--- config.mk ---
export PLATFORM = sky130hd
export DESIGN_NAME = avi_pkt_sched
export DESIGN_NICKNAME = d
export VERILOG_FILES = /design/src/rtl/avi_pkg.sv /design/src/rtl/avi_regs.sv /design/src/rtl/avi_cadence.sv /design/src/rtl/avi_live.sv /design/src/rtl/avi_pkt_sched.sv
export SDC_FILE = /design/constraint.sdc
export NUM_CORES = 1
export LEC_CHECK = 0
export BUFFER_PORTS_ARGS = -buffer_cell sky130_fd_sc_hd__clkbuf_2
export CAP_MARGIN = 15
export CELL_PAD_IN_SITES_DETAIL_PLACEMENT = 2
export CELL_PAD_IN_SITES_GLOBAL_PLACEMENT = 2
export CORE_MARGIN = 8
export CORE_UTILIZATION = 44
export CTS_CLUSTER_DIAMETER = 40
export CTS_CLUSTER_SIZE = 30
export DETAILED_ROUTE_END_ITERATION = 8
export GPL_TIMING_DRIVEN = 0
export PLACE_DENSITY_LB_ADDON = 0.1
export SYNTH_ARGS = -nofsm -noshare
export SYNTH_HDL_FRONTEND = slang
export SYNTH_HIERARCHICAL = 1
export SYNTH_SLANG_ARGS = --single-unit
--- constraint.sdc ---
create_clock -name clk -period 2.1 [get_ports clk]
set_input_delay 0 -clock clk [delete_from_list [all_inputs] [get_ports clk]]
set_output_delay 0 -clock clk [all_outputs]
set_load 0.02 [all_outputs]
--- src/rtl/avi_pkg.sv ---
package avi_pkg;
   localparam int CTRL_EN_BIT   = 0;
   localparam int CTRL_FREQ_BIT = 1;
   localparam int CTRL_UPD_BIT  = 2;

   typedef struct packed {
      logic upd;
      logic every_other;
      logic en;
   } avi_ctrl_t;
endpackage

--- src/rtl/avi_regs.sv ---
module avi_regs
   import avi_pkg::*;
#(
   parameter int DATA_W = 32,
   parameter int WORDS  = 4,
   parameter int ADDR_W = 3
) (
   input  logic                      clk,
   input  logic                      rst_n,
   input  logic                      wr_en,
   input  logic [ADDR_W-1:0]         wr_addr,
   input  logic [DATA_W-1:0]         wr_data,
   input  logic                      frame_start,
   output avi_ctrl_t                 ctrl,
   output logic                      en_rise,
   output logic                      flush,
   output logic [WORDS*DATA_W-1:0]   staging
);
   localparam int NREGS = WORDS + 1;

   initial begin
      assert (NREGS <= (1 << ADDR_W)) else $error("address space too small");
      assert (DATA_W >= 3) else $error("data width too small for control");
   end

   logic wr_ctrl, upd_set;
   assign wr_ctrl = wr_en && (wr_addr == '0);
   assign upd_set = wr_ctrl && wr_data[CTRL_UPD_BIT];
   assign en_rise = wr_ctrl && wr_data[CTRL_EN_BIT] && !ctrl.en;
   assign flush   = frame_start && ctrl.upd;

   always_ff @(posedge clk or negedge rst_n) begin
      if (!rst_n) begin
         ctrl <= '0;
      end else begin
         if (wr_ctrl) begin
            ctrl.en          <= wr_data[CTRL_EN_BIT];
            ctrl.every_other <= wr_data[CTRL_FREQ_BIT];
         end
         if (upd_set)
            ctrl.upd <= 1'b1;
         else if (frame_start)
            ctrl.upd <= 1'b0;
      end
   end

   for (genvar w = 0; w < WORDS; w++) begin : g_stage
      always_ff @(posedge clk or negedge rst_n) begin
         if (!rst_n)
            staging[w*DATA_W +: DATA_W] <= '0;
         else if (wr_en && (wr_addr == ADDR_W'(w + 1)))
            staging[w*DATA_W +: DATA_W] <= wr_data;
      end
   end


   upd_clear_chk: assert property (@(posedge clk) disable iff (!rst_n)
      (frame_start && ctrl.upd && !upd_set) |=> !ctrl.upd);
endmodule

--- src/rtl/avi_cadence.sv ---
module avi_cadence (
   input  logic clk,
   input  logic rst_n,
   input  logic vblank,
   input  logic en,
   input  logic every_other,
   input  logic en_rise,
   output logic frame_start,
   output logic pkt_req
);
   logic vb_q, tog;

   assign frame_start = vblank && !vb_q;

   always_ff @(posedge clk or negedge rst_n) begin
      if (!rst_n) begin
         vb_q    <= 1'b0;
         tog     <= 1'b0;
         pkt_req <= 1'b0;
      end else begin
         vb_q    <= vblank;
         pkt_req <= frame_start && en && (!every_other || !tog);
         if (en_rise)
            tog <= 1'b0;
         else if (frame_start && en)
            tog <= !tog;
      end
   end


   req_needs_en_chk: assert property (@(posedge clk) disable iff (!rst_n)
      pkt_req |-> $past(en));

   req_single_chk: assert property (@(posedge clk) disable iff (!rst_n)
      pkt_req |=> !pkt_req);
endmodule

--- src/rtl/avi_live.sv ---
module avi_live #(
   parameter int WIDTH = 128
) (
   input  logic             clk,
   input  logic             rst_n,
   input  logic             load,
   input  logic [WIDTH-1:0] staging,
   output logic [WIDTH-1:0] live
);
   initial assert (WIDTH > 0) else $error("bad payload width");

   always_ff @(posedge clk or negedge rst_n) begin
      if (!rst_n)
         live <= '0;
      else if (load)
         live <= staging;
   end


   live_hold_chk: assert property (@(posedge clk) disable iff (!rst_n)
      !load |=> $stable(live));
endmodule

--- src/rtl/avi_pkt_sched.sv ---
module avi_pkt_sched
   import avi_pkg::*;
#(
   parameter int DATA_W = 32,
   parameter int WORDS  = 4,
   parameter int ADDR_W = 3,
   localparam int PAY_W = DATA_W * WORDS
) (
   input  logic              clk,
   input  logic              rst_n,
   input  logic              reg_wr,
   input  logic [ADDR_W-1:0] reg_addr,
   input  logic [DATA_W-1:0] reg_wdata,
   input  logic              vblank,
   output logic [2:0]        rd_ctrl,
   output logic              pkt_req,
   output logic [PAY_W-1:0]  pkt_payload
);
   avi_ctrl_t        ctrl;
   logic             en_rise, flush, frame_start;
   logic [PAY_W-1:0] staging;

   avi_regs #(.DATA_W(DATA_W), .WORDS(WORDS), .ADDR_W(ADDR_W)) u_regs (
      .clk(clk), .rst_n(rst_n), .wr_en(reg_wr), .wr_addr(reg_addr),
      .wr_data(reg_wdata), .frame_start(frame_start), .ctrl(ctrl),
      .en_rise(en_rise), .flush(flush), .staging(staging));

   avi_cadence u_cad (
      .clk(clk), .rst_n(rst_n), .vblank(vblank), .en(ctrl.en),
      .every_other(ctrl.every_other), .en_rise(en_rise),
      .frame_start(frame_start), .pkt_req(pkt_req));

   avi_live #(.WIDTH(PAY_W)) u_live (
      .clk(clk), .rst_n(rst_n), .load(flush), .staging(staging),
      .live(pkt_payload));

   assign rd_ctrl = ctrl;
endmodule

==> flow_summary.json, run 1 <==
{
  "root_buffer": "clkbuf_16",
  "rsz0062_at_grt": "false",
  "hpwl_um": 17500,
  "grt_pass1_wl_um": 44600,
  "placed_area_um2": 11300,
  "pwr-share-clk": 0.352,
  "io_buffers": 170,
  "area_growth_pct": 29.7,
  "die_w_um": 167,
  "final_antenna_net_count": 0,
  "yosysTopAreaCell": "dfrtp_1",
  "switching_power_mw": 5.84,
  "crit_type": "reg -> reg",
  "drv_slew": 0,
  "pwr-share-comb": 0.240,
  "wl_per_cell_um": 24.8,
  "p_leak_nw": 6.25,
  "clk_pin_slew_ns": 0.05,
  "synthDominantCellAreaShare": 0.652,
  "seq_power_share": 0.408,
  "drv_cap": 0,
  "netlist_instances": 564,
  "finalHoldViolations": 0,
  "drt_iter0_markers": 187,
  "final_util": 0.578,
  "slew-limit-headroom": 0.522,
  "endpoint_kind": "flop",
  "tightestPinTransition_ns": 0.717,
  "met3WireLength_um": 1640,
  "fp.coreArea_um2": 22600,
  "pin_count": 171,
  "grt_max_degree": 109,
  "drc": 0,
  "cp_data_required_time_ns": 2.47,
  "status": "finished clean",
  "syn_area_um2": 10100,
  "routed.top_layer": "met4",
  "grt-ovfl-total": 0,
  "route.met2.wl_um": 15000,
  "fin_area_um2": 13000,
  "n_fill_cell": 1958,
  "arrival_ns": 2.03,
  "drive_above_1_share": 0.556,
  "wl_met1_um": 11000,
  "numCtsBuffers": 40,
  "grt_util_all_layers": 0.206,
  "first_pass_iters": 4,
  "clock_sinks": 262,
  "fp.dieH_um": 167,
  "hp-class": "in -> reg",
  "htree_levels": 2,
  "first_global_vias": 7071,
  "layout_common_cells": "dfrtp_1, clkbuf_2, mux2_2",
  "finalClockSkew_ns": 0.00901,
  "worst-path-max-fanout": 10,
  "gp_congestion": 0.706,
  "start_kind": "flop",
  "yosysWarnings": 6,
  "fin_crit_sh": 0.789,
  "seq_area_frac_synth": 0.652,
  "viasPerCell": 5.06,
  "max_freq_mhz": 603,
  "die_area_um2": 28000,
  "setup_viol": 0,
  "max-clock-path-buffers": 3,
  "period_needed_ns": 1.66,
  "synth_nets": 603,
  "cts_tree": "built",
  "vias": 5723,
  "clock_latency_ns": 0.50,
  "post_synth.cell_area_avg_um2": 17.8,
  "row_count": 55,
  "intPower_mw": 12.8,
  "cts_setup_buffers": 0,
  "synth_area_leaders": "dfrtp_1, mux2_2, mux2_1",
  "drt-total-wl_um": 28000,
  "initial_core_util": 0.446,
  "p_per_area_nw_per_um2": 1430,
  "ys_types": 21,
  "ys_ff_latch": 262,
  "mostFrequentLayoutCell": "dfrtp_1",
  "antenna_found_initial": 1,
  "ir_drop_mv": 0.708,
  "fin_nets": 854,
  "p_sw_frac": 0.313
}
Yosys cell counts:
cell and count:
a21oi_1 1, mux2_2 168, and3b_1 1, clkbuf_8 8
mux2_1 60, nor4b_2 1, inv_1 1, nand3b_4 1
nand4b_1 1, and2_1 1, nor2b_1 2, mux2_4 31
a22o_1 1, buf_6 10, buf_2 3, dfrtp_1 262
and4bb_1 1, buf_4 2, buf_8 6, nor4bb_1 2
nor2_1 1
sequential cells by signal (all words and copies together), names as in the netlist:
name,count
u_cad/tog,1
u_regs/staging,128
u_live/live,128
u_cad/vb_q,1
u_regs/ctrl,3
u_cad/pkt_req,1
cell type report:
cell class / instances / area, um2 / share of cell area
buffer: 29 / 343 / 0.0263
inverter: 1 / 3.75 / 0.000288
multi-input combinational: 272 / 3150 / 0.242
sequential: 262 / 6560 / 0.503
timing repair buffer: 209 / 1280 / 0.0985
antenna: 1 / 2.50 / 0.000192
clock buffer: 51 / 1120 / 0.0861
clock inverter: 20 / 220 / 0.0169
tap: 285 / 357 / 0.0273
repair_timing:
action,4_1_cts,5_1_grt
hold endpoints to repair,214,0
resized for setup,0,0
hold buffers,37,0
layer usage:
metal  GRT usage  up-vias
li1            -     2502
met5           0        -
met3      0.0588       32
met2       0.369      140
met1       0.239     3049
met4      0.0520        0
path summary, 6_finish.rpt:
check                      slack (ns)                            from                              to  cells past startpoint
setup / recovery                 0.44            u_cad/vb_q$_DFF_PN0_     u_live/live[69]$_DFFE_PN0P_                      5
hold / removal                   0.05                          reg_wr      u_regs/ctrl[2]$_DFFE_PN0P_                      3
setup reg to reg                 0.44            u_cad/vb_q$_DFF_PN0_     u_live/live[69]$_DFFE_PN0P_                      5
hold reg to reg                  0.48  u_regs/staging[47]$_DFFE_PN0P_  u_regs/staging[47]$_DFFE_PN0P_                      1
max in group asynchronous        0.97                           rst_n     u_live/live[46]$_DFFE_PN0P_                      3
min in group asynchronous        0.11                           rst_n     u_live/live[23]$_DFFE_PN0P_                      2
power groups by stage:
stage	sequential (mW)	clock (mW)	combinational (mW)
global placement	7.48	0	4.20
detailed placement	7.63	0	4.39
finish	7.61	6.57	4.47
floorplan	8.57	0	1.47
CTS	7.61	6.73	4.53
global route	7.79	6.95	4.78
worst max-delay path, cell delays in order, from the launching register on:
cell and delay (ns):
dfrtp_1 0.37, nor2b_1 0.15, and2_1 0.20, buf_6 0.20, clkbuf_8 0.23, mux2_2 0.37
cell families after synthesis:
family | count (synthesis) | synth area share
AOI/OAI and AO/OA | 2 | 0.00137
muxes | 259 | 0.302
DFF | 262 | 0.652
buffers and inverters | 30 | 0.0345
and+or+nand+nor | 11 | 0.0107
metrics by stage:
step           worst slack, ns  total power [mW]  hold WS (ns)  std cells  TNS [ns]
2_1_floorplan            0.685              10.0        -0.296        564         0
4_1_cts                  0.458              18.9        0.0245       1129         0
5_1_grt                  0.355              19.5        0.0539       1130         0
6_report                 0.442              18.6        0.0483       1130         0
3_3_place_gp             -4.04              11.7         0.176       1019  -1053.10
3_5_place_dp             0.475              12.0        0.0938       1021         0
(Power assumes the default switching activity.)
==> run 2: changes to the inputs <==
--- a/config.mk
+++ b/config.mk
@@ -10,7 +10,7 @@
 export CELL_PAD_IN_SITES_DETAIL_PLACEMENT = 2
 export CELL_PAD_IN_SITES_GLOBAL_PLACEMENT = 2
 export CORE_MARGIN = 8
-export CORE_UTILIZATION = 44
+export CORE_UTILIZATION = 41
 export CTS_CLUSTER_DIAMETER = 40
 export CTS_CLUSTER_SIZE = 30
 export DETAILED_ROUTE_END_ITERATION = 8
==> constraint.sdc (replaced) <==
create_clock -name clk -period 1.75 [get_ports clk]
set_input_delay 0 -clock clk [delete_from_list [all_inputs] [get_ports clk]]
set_output_delay 0 -clock clk [all_outputs]
set_load 0.02 [all_outputs]
==> run 2 against run 1 <==
Against the previous run: clock-buffer cell count shrank 3; non-clock buffer count is the same; cell count rose by 3.4%; power rose by 21%; global-route usage decreased by 2.8 points; first-iteration DRC count shrank 3.7%; die area grew 6.6%; flip-flop and latch count stayed put; maximum frequency is 0.54% higher; critical path depth unchanged; core utilization fell by 3.5 points; critical path type unchanged; highest routed layer unchanged.
==> flow_summary.json, run 2 (synthesized netlist as in run 1, its figures left out) <==
{
  "status": "finished clean",
  "fin_nets": 853,
  "seq_power_share": 0.404,
  "cp_data_required_time_ns": 2.12,
  "period_needed_ns": 1.65,
  "max_stage_delay_ns": 0.39,
  "endpoint": "u_live/live[12]$_DFFE_PN0P_",
  "drv_slew": 0,
  "first_pass_iters": 4,
  "gp_congestion": 0.745,
  "slew-limit-headroom": 0.587,
  "cp.depth": 5,
  "drt-total-wl_um": 26500,
  "htree_levels": 2,
  "intPower_mw": 15.5,
  "grt_max_degree": 120,
  "grt-ovfl-total": 0,
  "placed_area_um2": 11400,
  "mostFrequentLayoutCell": "dfrtp_1",
  "setup_viol": 0,
  "viasPerCell": 4.88,
  "finalClockSkew_ns": 0.0217,
  "endpoint_kind": "flop",
  "clk_pin_slew_ns": 0.06,
  "drv_cap": 0,
  "hp-class": "in -> async",
  "p_leak_nw": 6.28,
  "fp.coreArea_um2": 24200,
  "crit_chain": "nor2b_1 -> and2_1 -> buf_6 -> clkbuf_8 -> mux2_2",
  "rrSetupSlack_ns": 0.10,
  "initial_core_util": 0.416,
  "ir_drop_mv": 1.00,
  "p_sw_frac": 0.310,
  "die_w_um": 173,
  "drt_iter0_markers": 180,
  "cp_top_family": "buffers and inverters",
  "final_antenna_net_count": 0,
  "r2r_start": "u_cad/vb_q$_DFF_PN0_",
  "start_kind": "flop",
  "pwr-share-clk": 0.361,
  "vias": 5704,
  "cp.buffers_inverters": 2,
  "max-clock-path-buffers": 3,
  "wl_per_cell_um": 22.7,
  "p_per_area_nw_per_um2": 1710,
  "pwr-share-comb": 0.234,
  "io_buffers": 170,
  "layout_common_cells": "dfrtp_1, clkbuf_2, mux2_2",
  "fin_crit_sh": 0.942,
  "dp_cells": 1060,
  "grt_util_all_layers": 0.178,
  "worst-path-max-fanout": 10,
  "hpwl_um": 17500,
  "switching_power_mw": 6.97,
  "rsz0062_at_grt": "true",
  "clock_latency_ns": 0.51,
  "antenna_found_initial": 0,
  "instances_no_fill": 1168,
  "r2r_cells": 5,
  "cts_tree": "built",
  "crit_path_start": "u_cad/vb_q$_DFF_PN0_",
  "area_growth_pct": 30.6,
  "antenna_cells": 0,
  "crit_type": "reg -> reg",
  "pin_count": 171,
  "die_area_um2": 29800,
  "max_freq_mhz": 606,
  "fp.dieH_um": 173,
  "clock_sinks": 262,
  "numCtsBuffers": 39,
  "finalHoldViolations": 0,
  "drc": 0,
  "tightestPinTransition_ns": 0.619,
  "grt_pass1_wl_um": 42000,
  "drive_above_1_share": 0.558,
  "fin_area_um2": 13100,
  "power_mw": 22.5,
  "row_count": 57,
  "arrival_ns": 2.02,
  "largestRegisters": "u_live/live (128), u_regs/staging (128), u_regs/ctrl (3)",
  "root_buffer": "clkbuf_16",
  "final_util": 0.543,
  "first_global_vias": 7024,
  "cp_slowest_cell": "dfrtp_1",
  "worstReg2RegEnd": "u_live/live[12]$_DFFE_PN0P_"
}
-- run 2: through the flow --
| stage | hold slack, ns | TNS (ns) | setup slack, ns |
|---|---|---|---|
| 3_5_place_dp | -0.0277 | 0 | 0.105 |
| 2_1_floorplan | -0.296 | 0 | 0.335 |
| 4_1_cts | 0.0169 | 0 | 0.0755 |
| 3_3_place_gp | 0.176 | -1136.97 | -4.37 |
| 5_1_grt | 0.0479 | -0.00277 | -0.00277 |
| 6_report | 0.0176 | 0 | 0.101 |
-- run 2: cell type report --
class / count / area [um2]
buffer: 29 / 343
inverter: 1 / 3.75
multi-input combinational: 272 / 3150
fill: 2135 / 11000
clock inverter: 23 / 287
timing repair buffer: 209 / 1280
sequential: 262 / 6560
clock buffer: 48 / 1100
tap: 324 / 405
-- run 2: repair_timing --
item                                    CTS  global route
hold buffers                             37             0
setup buffers                             0             0
resized for setup                         0             0
hold endpoints to repair                396             0
endpoints found under the setup margin    0             1
-- run 2: worst min-delay path by stage --
stage / from / end / slack [ns] / depth (start not counted)
finish: rst_n / u_live/live[23]$_DFFE_PN0P_ / 0.02 / 2
global route: rst_n / u_live/live[23]$_DFFE_PN0P_ / 0.05 / 2
CTS: rst_n / u_live/live[23]$_DFFE_PN0P_ / 0.02 / 2
detailed placement: rst_n / u_live/live[55]$_DFFE_PN0P_ / -0.03 / 1
global placement: vblank / u_cad/vb_q$_DFF_PN0_ / 0.18 / 1
floorplan: rst_n / u_cad/pkt_req$_DFF_PN0_ / -0.30 / 0
-- run 2: metal layers --
metal | vias to the layer above | track usage | part of all wire
li1 | 2508 | - | -
met1 | 3023 | 0.212 | 0.41
met2 | 139 | 0.317 | 0.53
met3 | 34 | 0.0433 | 0.048
met4 | 0 | 0.0460 | 0.014
met5 | - | 0 | 0
-- run 2: power groups by stage --
| stage | combinational [mW] | sequential, mW | clock, mW |
|---|---|---|---|
| 6_report | 5.26 | 9.09 | 8.13 |
| 5_1_grt | 5.64 | 9.32 | 8.56 |
| 2_1_floorplan | 1.77 | 10.3 | 0 |
| 4_1_cts | 5.41 | 9.12 | 8.32 |
| 3_5_place_dp | 5.26 | 9.17 | 0 |
| 3_3_place_gp | 5.03 | 9.00 | 0 |
==> run 3: changes to the inputs <==
--- a/config.mk
+++ b/config.mk
@@ -5,12 +5,13 @@
 export SDC_FILE = /design/constraint.sdc
 export NUM_CORES = 1
 export LEC_CHECK = 0
+export ABC_AREA = 1
 export BUFFER_PORTS_ARGS = -buffer_cell sky130_fd_sc_hd__clkbuf_2
 export CAP_MARGIN = 15
 export CELL_PAD_IN_SITES_DETAIL_PLACEMENT = 2
 export CELL_PAD_IN_SITES_GLOBAL_PLACEMENT = 2
 export CORE_MARGIN = 8
-export CORE_UTILIZATION = 41
+export CORE_UTILIZATION = 34
 export CTS_CLUSTER_DIAMETER = 40
 export CTS_CLUSTER_SIZE = 30
 export DETAILED_ROUTE_END_ITERATION = 8
==> run 3 against run 2 <==
Against the previous run: first-iteration DRC count is 85% higher; critical path depth up 4; global-route usage rose by 3.0 points; clock power rose by 12%; wire length increased by 40%; flip-flop and latch count is the same; critical endpoint is now u_regs/staging[54]$_DFFE_PN0P_; clock-buffer cell count up 9; non-clock buffer count grew 38; largest power group is now clock; critical path type is now in -> reg; maximum frequency is 4.5% higher; core utilization decreased by 8.9 points.
==> flow_summary.json, run 3 <==
{
  "cp_data_required_time_ns": 2.15,
  "p_per_area_nw_per_um2": 1570,
  "ys_types": 16,
  "seq_power_share": 0.390,
  "async_flop_share": 1.00,
  "fp.dieH_um": 191,
  "antenna_found_initial": 1,
  "wl_per_cell_um": 20.4,
  "final_util": 0.454,
  "drv_cap": 0,
  "clk_pin_slew_ns": 0.05,
  "final_antenna_net_count": 0,
  "largestRegisters": "u_live/live (128), u_regs/staging (128), u_regs/ctrl (3)",
  "viasPerCell": 4.79,
  "fp.coreArea_um2": 30300,
  "synth_common_cells": "nand2_1, dfrtp_1, nand3_1, buf_6, buf_2",
  "grt_pass1_wl_um": 59200,
  "die_area_um2": 36400,
  "max-clock-path-buffers": 3,
  "synth_nets": 1175,
  "setup_viol": 0,
  "drive_above_1_share": 0.223,
  "clock_latency_ns": 0.53,
  "grt_util_all_layers": 0.208,
  "arrival_ns": 1.98,
  "root_buffer": "clkbuf_16",
  "finalHoldViolations": 0,
  "tightestPinTransition_ns": 0.736,
  "post_synth.cell_area_avg_um2": 9.14,
  "layout_common_cells": "nand2_1, dfrtp_1, clkbuf_2",
  "switching_power_mw": 6.76,
  "yosysTopAreaCell": "dfrtp_1",
  "io_buffers": 170,
  "grt_max_degree": 76,
  "hp-class": "in -> async",
  "drv_slew": 0,
  "rsz0062_at_grt": "false",
  "drt_iter0_markers": 333,
  "die_w_um": 191,
  "power_mw": 21.7,
  "p_leak_nw": 7.70,
  "intPower_mw": 15.0,
  "worst-path-max-fanout": 10,
  "r2r_cells": 7,
  "syn_area_um2": 10400,
  "cts_tree": "built",
  "max_freq_mhz": 634,
  "netlist_instances": 1136,
  "first_pass_iters": 4,
  "finalClockSkew_ns": 0.0231,
  "htree_levels": 2,
  "start_kind": "input port",
  "crit_type": "in -> reg",
  "gp_congestion": 0.723,
  "period_needed_ns": 1.58,
  "ir_drop_mv": 0.646,
  "cts-resized-gates": 0,
  "hpwl_um": 24800,
  "cts_setup_buffers": 0,
  "yosysWarnings": 6,
  "numCtsBuffers": 43,
  "pwr-share-comb": 0.190,
  "slew-limit-headroom": 0.510,
  "yosysMostFrequentCell": "nand2_1",
  "ys_ff_latch": 262,
  "vias": 8747,
  "pwr-share-clk": 0.419,
  "drt-total-wl_um": 37200,
  "synth_ff_type": "dfrtp_1",
  "seq_area_frac_synth": 0.631,
  "fin_crit_sh": 0.901,
  "drc": 0,
  "row_count": 64,
  "fin_nets": 1434,
  "p_sw_frac": 0.311,
  "endpoint_kind": "flop",
  "synth_area_leaders": "dfrtp_1, nand2_1, nand3_1",
  "first_global_vias": 10200,
  "pin_count": 171,
  "grt-ovfl-total": 0,
  "initial_core_util": 0.342,
  "status": "finished clean",
  "area_growth_pct": 32.8,
  "synth_edf_count": 0,
  "synthDominantCellAreaShare": 0.631,
  "clock_sinks": 262,
  "mostFrequentLayoutCell": "nand2_1"
}
run 3: critical path, cell delays in order:
cell and delay [ns]:
dlygate4sd3_1 0.55, clkbuf_2 0.15, inv_2 0.06, nor2_8 0.11
dlygate4sd3_1 0.68, nand2_4 0.12, buf_6 0.17, nand2_1 0.06
nand2_1 0.06
run 3: kinds of logic (layout without fill, tap and decap cells):
kind of cell | count (synthesis) | count (layout) | synth area share
buf+inv | 74 | 366 | 0.0604
other cells | 0 | 1 | 0
flops | 262 | 262 | 0.631
simple gates | 799 | 799 | 0.308
compound gates | 1 | 1 | 0.000482
run 3: stage by stage:
stage / instances / area, um2 / TNS, ns / hold slack [ns] / worst slack, ns
2_1_floorplan: 1136 / 10400 / 0 / -0.296 / 0.581
3_3_place_gp: 1702 / 11700 / -1363.00 / 0.156 / -5.23
3_5_place_dp: 1705 / 11800 / 0 / 0.0310 / 0.175
4_1_cts: 1824 / 13800 / 0 / 0.0469 / 0.170
5_1_grt: 1825 / 13800 / 0 / 0.0941 / 0.00994
6_report: 1825 / 13800 / 0 / 0.0305 / 0.172
run 3: final cells by class:
cell class                      instances  area (um2)
Clock inverter                         21         338
Sequential cell                       262        6560
Timing Repair Buffer                  214        1350
Clock buffer                           57        1220
Tap cell                              396         495
Antenna cell                            1        2.50
Multi-Input combinational cell        800        3200
Inverter                               12        45.0
Fill cell                            3351       16600
Buffer                                 62         582
run 3: metal layers:
layer,track usage,vias to the layer above,part of all wire
met1,0.261,4477,0.43
met3,0.0379,67,0.042
li1,-,4022,-
met5,0,-,0
met4,0.0582,0,0.024
met2,0.363,181,0.50
run 3: final timing paths:
| kind | from | endpoint | slack [ns] |
|---|---|---|---|
| setup / recovery | reg_wr | u_regs/staging[54]$_DFFE_PN0P_ | 0.17 |
| hold / removal | rst_n | u_live/live[39]$_DFFE_PN0P_ | 0.03 |
| setup reg to reg | u_cad/vb_q$_DFF_PN0_ | u_live/live[106]$_DFFE_PN0P_ | 0.25 |
| hold reg to reg | u_regs/staging[111]$_DFFE_PN0P_ | u_regs/staging[111]$_DFFE_PN0P_ | 0.47 |
| max in group asynchronous | rst_n | u_regs/staging[124]$_DFFE_PN0P_ | 0.30 |
| min in group clk | vblank | u_cad/vb_q$_DFF_PN0_ | 0.17 |
run 3: power groups by stage:
stage | clock network (mW) | registers [mW] | logic [mW]
CTS | 9.30 | 8.50 | 4.23
finish | 9.11 | 8.48 | 4.14
global placement | 0 | 8.51 | 3.92
global route | 9.57 | 8.67 | 4.60
floorplan | 0 | 9.42 | 1.28
detailed placement | 0 | 8.56 | 4.10
run 3: timing repair:
item | 4_1_cts | 5_1_grt
endpoints found under the setup margin | 0 | 0
endpoints found under the hold margin | 263 | 0
hold buffers | 41 | 0
